## config.mk

```make
export PLATFORM = sky130hd
export DESIGN_NAME = sync_timing_gen
export DESIGN_NICKNAME = d
export VERILOG_FILES = /design/src/rtl/stg_pkg.sv /design/src/rtl/stg_cfg_shadow.sv /design/src/rtl/stg_vert_fsm.sv /design/src/rtl/stg_strobe_seq.sv /design/src/rtl/sync_timing_gen.sv
export SDC_FILE = /design/constraint.sdc
export NUM_CORES = 1
export LEC_CHECK = 0
export BUFFER_PORTS_ARGS = -buffer_cell sky130_fd_sc_hd__clkbuf_2
export CAP_MARGIN = 0
export CORE_MARGIN = 5
export CORE_UTILIZATION = 59
export DETAILED_ROUTE_END_ITERATION = 10
export PLACE_DENSITY = 0.87
export SKIP_CTS_REPAIR_TIMING = 1
export SLEW_MARGIN = 0
export SYNTH_ARGS = -nofsm -noshare
export SYNTH_HDL_FRONTEND = slang
export SYNTH_SLANG_ARGS = --single-unit
```

## constraint.sdc

```tcl
create_clock -name clk -period 3.75 [get_ports clk]
set_clock_uncertainty 0.2 [all_clocks]
set_input_delay 0.375 -clock clk [delete_from_list [all_inputs] [get_ports clk]]
set_output_delay 0.375 -clock clk [all_outputs]
set_load 0.05 [all_outputs]
```

## src/rtl/stg_pkg.sv

```systemverilog
package stg_pkg;

    localparam int unsigned STG_VW = 24;   // vertical / delay counter width
    localparam int unsigned STG_HW = 16;   // horizontal length and repeat width

    typedef struct packed {
        logic [STG_VW-1:0] vs_dly;
        logic [STG_VW-1:0] vs_high;
        logic [STG_VW-1:0] vs_low;
        logic [STG_VW-1:0] hs_dly;
        logic [STG_HW-1:0] hs_high;
        logic [STG_HW-1:0] hs_low;
        logic [STG_HW-1:0] hs_cnt;
        logic [STG_VW-1:0] de_dly;
        logic [STG_HW-1:0] de_high;
        logic [STG_HW-1:0] de_low;
        logic [STG_HW-1:0] de_cnt;
    } stg_cfg_t;

    typedef enum logic [1:0] {
        V_IDLE  = 2'd0,
        V_DELAY = 2'd1,
        V_HIGH  = 2'd2,
        V_LOW   = 2'd3
    } vstate_e;

    typedef enum logic [1:0] {
        S_IDLE = 2'd0,
        S_WAIT = 2'd1,
        S_HIGH = 2'd2,
        S_LOW  = 2'd3
    } sstate_e;

endpackage

```

## src/rtl/stg_cfg_shadow.sv

```systemverilog
module stg_cfg_shadow
    import stg_pkg::*;
(
    input  logic              clk,
    input  logic              rst_n,
    input  logic              capture,
    input  stg_cfg_t          live,
    output stg_cfg_t          eff,
    output logic [STG_VW-1:0] held_vs_dly
);

    stg_cfg_t held_q;

    always_ff @(posedge clk or negedge rst_n) begin
        if (!rst_n) begin
            held_q <= '0;
        end else if (capture) begin
            held_q <= live;
        end
    end

    // On a capture cycle the fresh values are what the counters load
    always_comb begin
        eff         = capture ? live : held_q;
        held_vs_dly = held_q.vs_dly;
    end

    // outside capture cycles the shadow copy never moves
    a_r9_shadow_hold: assert property (@(posedge clk) disable iff (!rst_n)
        !capture |=> $stable(held_q));

endmodule

```

## src/rtl/stg_vert_fsm.sv

```systemverilog
module stg_vert_fsm
    import stg_pkg::*;
#(
    parameter int unsigned VW = STG_VW
) (
    input  logic          clk,
    input  logic          rst_n,
    input  logic          enable,
    input  logic [VW-1:0] dly_len,
    input  logic [VW-1:0] high_len,
    input  logic [VW-1:0] low_len,
    output logic          frame_enter,
    output logic          vs,
    output logic          frame_start
);

    localparam logic [VW-1:0] ONE = VW'(1);

    vstate_e       st_q, st_n;
    logic [VW-1:0] cnt_q, cnt_n;
    logic          fs_q;
    logic [VW-1:0] hi_ld, lo_ld;

    always_comb begin
        hi_ld = (high_len == '0) ? ONE : high_len;
        lo_ld = (low_len  == '0) ? ONE : low_len;
    end

    // next-state
    always_comb begin
        st_n = st_q;
        if (!enable) begin
            st_n = V_IDLE;
        end else begin
            unique case (st_q)
                V_IDLE:  st_n = (dly_len == '0) ? V_HIGH : V_DELAY;
                V_DELAY: if (cnt_q == ONE) st_n = V_HIGH;
                V_HIGH:  if (cnt_q == ONE) st_n = V_LOW;
                V_LOW:   if (cnt_q == ONE) st_n = V_HIGH;
                default: st_n = V_IDLE;
            endcase
        end
        frame_enter = (st_n == V_HIGH) && (st_q != V_HIGH);
    end

    // counter load on entry, down-count otherwise
    always_comb begin
        cnt_n = (cnt_q != '0) ? cnt_q - ONE : cnt_q;
        if (st_n != st_q) begin
            unique case (st_n)
                V_IDLE:  cnt_n = '0;
                V_DELAY: cnt_n = dly_len;
                V_HIGH:  cnt_n = hi_ld;
                V_LOW:   cnt_n = lo_ld;
                default: cnt_n = '0;
            endcase
        end
    end

    always_ff @(posedge clk or negedge rst_n) begin
        if (!rst_n) begin
            st_q  <= V_IDLE;
            cnt_q <= '0;
            fs_q  <= 1'b0;
        end else begin
            st_q  <= st_n;
            cnt_q <= cnt_n;
            fs_q  <= frame_enter;
        end
    end

    always_comb begin
        vs          = (st_q == V_HIGH);
        frame_start = fs_q;
    end

    // the marker only ever shows inside a vs high period
    a_r4_fs_in_vs: assert property (@(posedge clk) disable iff (!rst_n)
        frame_start |-> vs);
    // the marker lasts one cycle
    a_r4_fs_single: assert property (@(posedge clk) disable iff (!rst_n)
        frame_start |=> !frame_start);
    // a running period always has cycles left
    a_r3_count_live: assert property (@(posedge clk) disable iff (!rst_n)
        (st_q == V_HIGH || st_q == V_LOW) |-> (cnt_q != '0));

endmodule

```

## src/rtl/stg_strobe_seq.sv

```systemverilog
module stg_strobe_seq
    import stg_pkg::*;
#(
    parameter int unsigned DW = STG_VW,
    parameter int unsigned CW = STG_HW
) (
    input  logic          clk,
    input  logic          rst_n,
    input  logic          enable,
    input  logic          start,
    input  logic [DW-1:0] dly,
    input  logic [CW-1:0] hi_len,
    input  logic [CW-1:0] lo_len,
    input  logic [CW-1:0] reps,
    output logic          strobe
);

    localparam logic [DW-1:0] D_ONE = DW'(1);
    localparam logic [CW-1:0] C_ONE = CW'(1);

    sstate_e       st_q, st_n;
    logic [DW-1:0] cnt_q, cnt_n;
    logic [CW-1:0] rep_q, rep_n;
    logic [DW-1:0] hi_ld, lo_ld;

    always_comb begin
        hi_ld = (hi_len == '0) ? D_ONE : DW'(hi_len);
        lo_ld = (lo_len == '0) ? D_ONE : DW'(lo_len);
    end

    always_comb begin
        st_n  = st_q;
        cnt_n = (cnt_q != '0) ? cnt_q - D_ONE : cnt_q;
        rep_n = rep_q;
        if (!enable) begin
            st_n  = S_IDLE;
            cnt_n = '0;
            rep_n = '0;
        end else if (start) begin
            // a frame start overrides whatever is running
            rep_n = reps;
            if (reps == '0) begin
                st_n  = S_IDLE;
                cnt_n = '0;
            end else if (dly == '0) begin
                st_n  = S_HIGH;
                cnt_n = hi_ld;
            end else begin
                st_n  = S_WAIT;
                cnt_n = dly;
            end
        end else begin
            unique case (st_q)
                S_IDLE: begin
                    cnt_n = cnt_q;
                end
                S_WAIT: begin
                    if (cnt_q == D_ONE) begin
                        st_n  = S_HIGH;
                        cnt_n = hi_ld;
                    end
                end
                S_HIGH: begin
                    if (cnt_q == D_ONE) begin
                        if (rep_q == C_ONE) begin
                            st_n = S_IDLE;
                        end else begin
                            st_n  = S_LOW;
                            cnt_n = lo_ld;
                            rep_n = rep_q - C_ONE;
                        end
                    end
                end
                S_LOW: begin
                    if (cnt_q == D_ONE) begin
                        st_n  = S_HIGH;
                        cnt_n = hi_ld;
                    end
                end
                default: st_n = S_IDLE;
            endcase
        end
    end

    always_ff @(posedge clk or negedge rst_n) begin
        if (!rst_n) begin
            st_q  <= S_IDLE;
            cnt_q <= '0;
            rep_q <= '0;
        end else begin
            st_q  <= st_n;
            cnt_q <= cnt_n;
            rep_q <= rep_n;
        end
    end

    always_comb strobe = (st_q == S_HIGH);

    // a pulse is only ever driven while the repeat budget is not spent
    a_r6_budget_live: assert property (@(posedge clk) disable iff (!rst_n)
        (st_q == S_HIGH) |-> (rep_q != '0));
    // a start always leaves the sequencer in a defined entry state
    a_r8_restart_entry: assert property (@(posedge clk) disable iff (!rst_n)
        (start && enable) |=> (st_q != S_LOW));

endmodule

```

## src/rtl/sync_timing_gen.sv

```systemverilog
module sync_timing_gen
    import stg_pkg::*;
(
    input  logic              clk,
    input  logic              rst_n,
    input  logic              enable,
    input  logic [STG_VW-1:0] cfg_vs_dly,
    input  logic [STG_VW-1:0] cfg_vs_high,
    input  logic [STG_VW-1:0] cfg_vs_low,
    input  logic [STG_VW-1:0] cfg_hs_dly,
    input  logic [STG_HW-1:0] cfg_hs_high,
    input  logic [STG_HW-1:0] cfg_hs_low,
    input  logic [STG_HW-1:0] cfg_hs_cnt,
    input  logic [STG_VW-1:0] cfg_de_dly,
    input  logic [STG_HW-1:0] cfg_de_high,
    input  logic [STG_HW-1:0] cfg_de_low,
    input  logic [STG_HW-1:0] cfg_de_cnt,
    output logic              vs,
    output logic              hs,
    output logic              de,
    output logic              frame_start
);

    stg_cfg_t          live_cfg;
    stg_cfg_t          eff_cfg;
    logic [STG_VW-1:0] held_vs_dly;
    logic              frame_enter;
    logic              capture;

    always_comb begin
        live_cfg.vs_dly  = cfg_vs_dly;
        live_cfg.vs_high = cfg_vs_high;
        live_cfg.vs_low  = cfg_vs_low;
        live_cfg.hs_dly  = cfg_hs_dly;
        live_cfg.hs_high = cfg_hs_high;
        live_cfg.hs_low  = cfg_hs_low;
        live_cfg.hs_cnt  = cfg_hs_cnt;
        live_cfg.de_dly  = cfg_de_dly;
        live_cfg.de_high = cfg_de_high;
        live_cfg.de_low  = cfg_de_low;
        live_cfg.de_cnt  = cfg_de_cnt;
        capture          = !enable || frame_enter;
    end

    stg_cfg_shadow u_shadow (
        .clk         (clk),
        .rst_n       (rst_n),
        .capture     (capture),
        .live        (live_cfg),
        .eff         (eff_cfg),
        .held_vs_dly (held_vs_dly)
    );

    stg_vert_fsm #(.VW(STG_VW)) u_vert (
        .clk         (clk),
        .rst_n       (rst_n),
        .enable      (enable),
        .dly_len     (held_vs_dly),
        .high_len    (eff_cfg.vs_high),
        .low_len     (eff_cfg.vs_low),
        .frame_enter (frame_enter),
        .vs          (vs),
        .frame_start (frame_start)
    );

    stg_strobe_seq #(.DW(STG_VW), .CW(STG_HW)) u_hs_seq (
        .clk    (clk),
        .rst_n  (rst_n),
        .enable (enable),
        .start  (frame_enter),
        .dly    (eff_cfg.hs_dly),
        .hi_len (eff_cfg.hs_high),
        .lo_len (eff_cfg.hs_low),
        .reps   (eff_cfg.hs_cnt),
        .strobe (hs)
    );

    stg_strobe_seq #(.DW(STG_VW), .CW(STG_HW)) u_de_seq (
        .clk    (clk),
        .rst_n  (rst_n),
        .enable (enable),
        .start  (frame_enter),
        .dly    (eff_cfg.de_dly),
        .hi_len (eff_cfg.de_high),
        .lo_len (eff_cfg.de_low),
        .reps   (eff_cfg.de_cnt),
        .strobe (de)
    );

    // a low enable silences every output after one edge
    a_r1_quiet_when_off: assert property (@(posedge clk) disable iff (!rst_n)
        !enable |=> (!vs && !hs && !de && !frame_start));
    // every vs rise carries the frame marker
    a_r4_rise_marked: assert property (@(posedge clk) disable iff (!rst_n)
        $rose(vs) |-> frame_start);

endmodule

```

==> results.tsv <==
metric	value	unit
status	finished with violations	
failing checks	hold timing, setup timing	
Synth Cell Area	0.0176	mm²
Worst R2R End	u_de_seq.cnt_q[8]$_DFFE_PN0P_	
clock tree from TritonCTS	yes	
die width	183	µm
Worst Tran Pin Value	1110	ps
largest net degree at the start of global routing	113	
clock tree buffer depth	3	
CTS buffer count	36	
Setup WS post-layout	-31.7	ps
wirelength, routed	68.2	mm
GRT Util Overall	33.7	%
vias	19265	
EDFF count, synth	0	
Worst-path clk slew	70	ps
vias in the first global route	16969	
Worst VDD drop	0.447	mV
worst-path cell chain	or4_1 > nor3b_2 > and4_1 > nor3_4 > buf_12 > mux2i_4 > o2111ai_1 > a41oi_1 > o22ai_1	
fraction of layout cells with a size suffix above 1	17.7	%
Buf+Inv Stages, Crit Path	1	
Core Rows	63	
GR Overflow Total	0	
fin crit period	3780	ps
drc violations	0	
area of the core	0.0296	mm²
R2R setup slack	-30	ps
total die area	0.0334	mm²
slowest CP cell	nor3_4	
register area share after synthesis	46.5	%
fin. max-slew vios	0	
Multi-input gate area	0.00882	mm²
DR pass1 iterations	8	
I/O Buffers	222	
power density over the cells	490	mW/mm²
Synth async-reset ratio	100	%
DPL Wire Length	42.3	mm
Critical Path AT	3990	ps
Register Area	0.00818	mm²
clk_lat worst skew	540	ps
Crit Path Class	reg2reg	
Post-Synthesis Cells	2012	
Cell variety after synth	81	
syn_area_per_cell	8.75	µm²
Routed wire per std cell	23.8	µm
predominant post-synthesis flop cell	dfrtp_1	
H-tree levels	2	
vias per cell	6.73	
gpl congestion	1.01	
max-cap violation count	0	
DR iter-0 viols	2838	
reg2reg start	u_vert.cnt_q[12]$_DFFE_PN0P_	
Sum Neg Setup Slack	-112	ps
CP Launch Point	u_vert.cnt_q[12]$_DFFE_PN0P_	
relative slew slack	25.5	%
Tot Pwr	11.1	mW
starting density of the core	59.5	%
CP Launch Type	flop	
flops & latches, synth	327	
maximum fanout along the worst path	87	
hold_ws	-30.1	ps
Crit path depth	9	
first-pass GRT wire length	91.0	mm
max incr delay on CP	780	ps
Worst setup endpoint	u_de_seq.cnt_q[8]$_DFFE_PN0P_	
worst slack, placed	-2.57	ps
Layout fillers	1885	
fmax	264	MHz
final hold vios	4	
crit path capture type	flop	
I/O pins	223	
Crit path max-delay family	simple AND/OR/NAND/NOR gates	
final worst-path cycle share	101	%
initial antenna violation count	3	
Cell Area, Placed	0.0193	mm²
fin nets	2675	
final setup violation count	6	
Sink Count	327	
R2R depth	9	
Area Growth Syn to Fin	28.4	%
Data required, critical path	3950	ps
Worst Hold Class	in2reg	
Die Ht	183	µm
syn_nets	2244	
Ys Warns	0	
post-route cell area	0.0226	mm²
Antenna Violating Nets Remaining	0	
CTS root buf	clkbuf_16	
P_leak	10.6	nW
[kinds of logic after synthesis]
kind of cell    share of synthesized area, %
mux                                     5.30
simple gates                            25.8
xor+xnor                                1.59
buf+inv                                 3.72
compound gates                          16.2
fa+ha+maj                              0.924
flops                                   46.5
[power breakdown]
group,total (mW),switching (mW),internal (mW),leakage [nW]
Combinational,3.08,1.81,1.27,5.91
Clock,3.71,1.51,2.20,0.600
Sequential,4.29,0.371,3.92,4.11
[tightest hold or removal path: cells and delay by family]
kind	cells	cell delay [ps]
simple gates	2	160
buf+inv	1	90
[registers in the layout, summed over array words and instances, names as in the netlist]
name / cells
u_de_seq.cnt_q: 24
u_de_seq.rep_q: 16
u_de_seq.st_q: 2
u_hs_seq.cnt_q: 24
u_hs_seq.rep_q: 16
u_hs_seq.st_q: 2
u_shadow.held_q: 192
u_shadow.held_vs_dly: 24
u_vert.cnt_q: 24
u_vert.frame_start: 1
u_vert.st_q: 2
[cells in the mapped netlist (6+ instances only)]
cell	instances	area, µm²
nand2_1	521	1960
dfrtp_1	327	8180
o21ai_0	134	671
nor4_1	133	832
nor2_1	101	379
a21oi_1	94	470
nor3_1	55	275
clkbuf_1	51	191
inv_1	49	184
mux2_2	41	462
buf_2	33	165
a22oi_1	23	173
mux2i_1	23	230
o22ai_1	22	138
nand3_1	21	105
xnor2_1	20	175
nand4_1	19	119
nor2b_1	18	113
a22o_1	17	149
nand2b_1	17	106
o31ai_1	17	128
or3_1	17	106
or4_1	16	120
ha_1	13	163
mux2_4	13	195
a221oi_1	12	105
a31oi_1	12	75.1
xor2_1	12	105
and2_1	10	62.6
o211ai_1	10	75.1
a21o_1	9	67.6
and3_1	9	56.3
a211oi_1	8	60.1
o21ai_1	8	40.0
buf_6	7	78.8
or2_2	7	43.8
a32oi_1	6	52.6
o221ai_1	6	52.6
o311ai_0	6	52.6
[per-stage QoR]
step	util (%)	cells
CTS	69.5	2655
floorplan	-	2012
detailed placement	65.4	2592
global placement	65.4	2592
finish	76.5	2863
global route	76.4	2860
[metal layers]
layer | GRT usage, % | part of all wire [%]
met1 | 46.2 | 35
met2 | 52.4 | 45
met3 | 7.35 | 13
met4 | 13.8 | 7.1
met5 | 0 | 0
[placed cells by master, fill, tap and decap left out, types with 55 or more instances in the layout]
master	n
nand2_1	521
dfrtp_1	327
clkbuf_2	221
dlygate4sd3_1	196
o21ai_0	134
nor4_1	131
nor2_1	101
a21oi_1	94
buf_4	67
nor3_1	55
[cell type report]
| type | count | area share [%] |
|---|---|---|
| Antenna cell | 5 | 0.0554 |
| Clock buffer | 52 | 4.75 |
| Clock inverter | 11 | 0.670 |
| Inverter | 50 | 0.830 |
| Multi-Input combinational cell | 1538 | 39.0 |
| Sequential cell | 327 | 36.2 |
| Tap cell | 390 | 2.16 |
| Timing Repair Buffer | 490 | 16.3 |
[worst min path at each step]
stage,startpoint,endpoint,depth (start not counted)
2_1_floorplan,rst_n,u_de_seq.cnt_q[0]$_DFFE_PN0P_,0
3_5_place_dp,rst_n,u_hs_seq.rep_q[6]$_DFFE_PN0P_,1
4_1_cts,rst_n,u_hs_seq.rep_q[4]$_DFFE_PN0P_,1
6_report,cfg_hs_high[9],u_shadow.held_q[113]$_DFF_PN0_,3
5_1_grt,cfg_hs_high[9],u_shadow.held_q[113]$_DFF_PN0_,3
3_3_place_gp,rst_n,u_hs_seq.rep_q[4]$_DFFE_PN0P_,1
No activity file was read; power rests on OpenSTA's default activity.
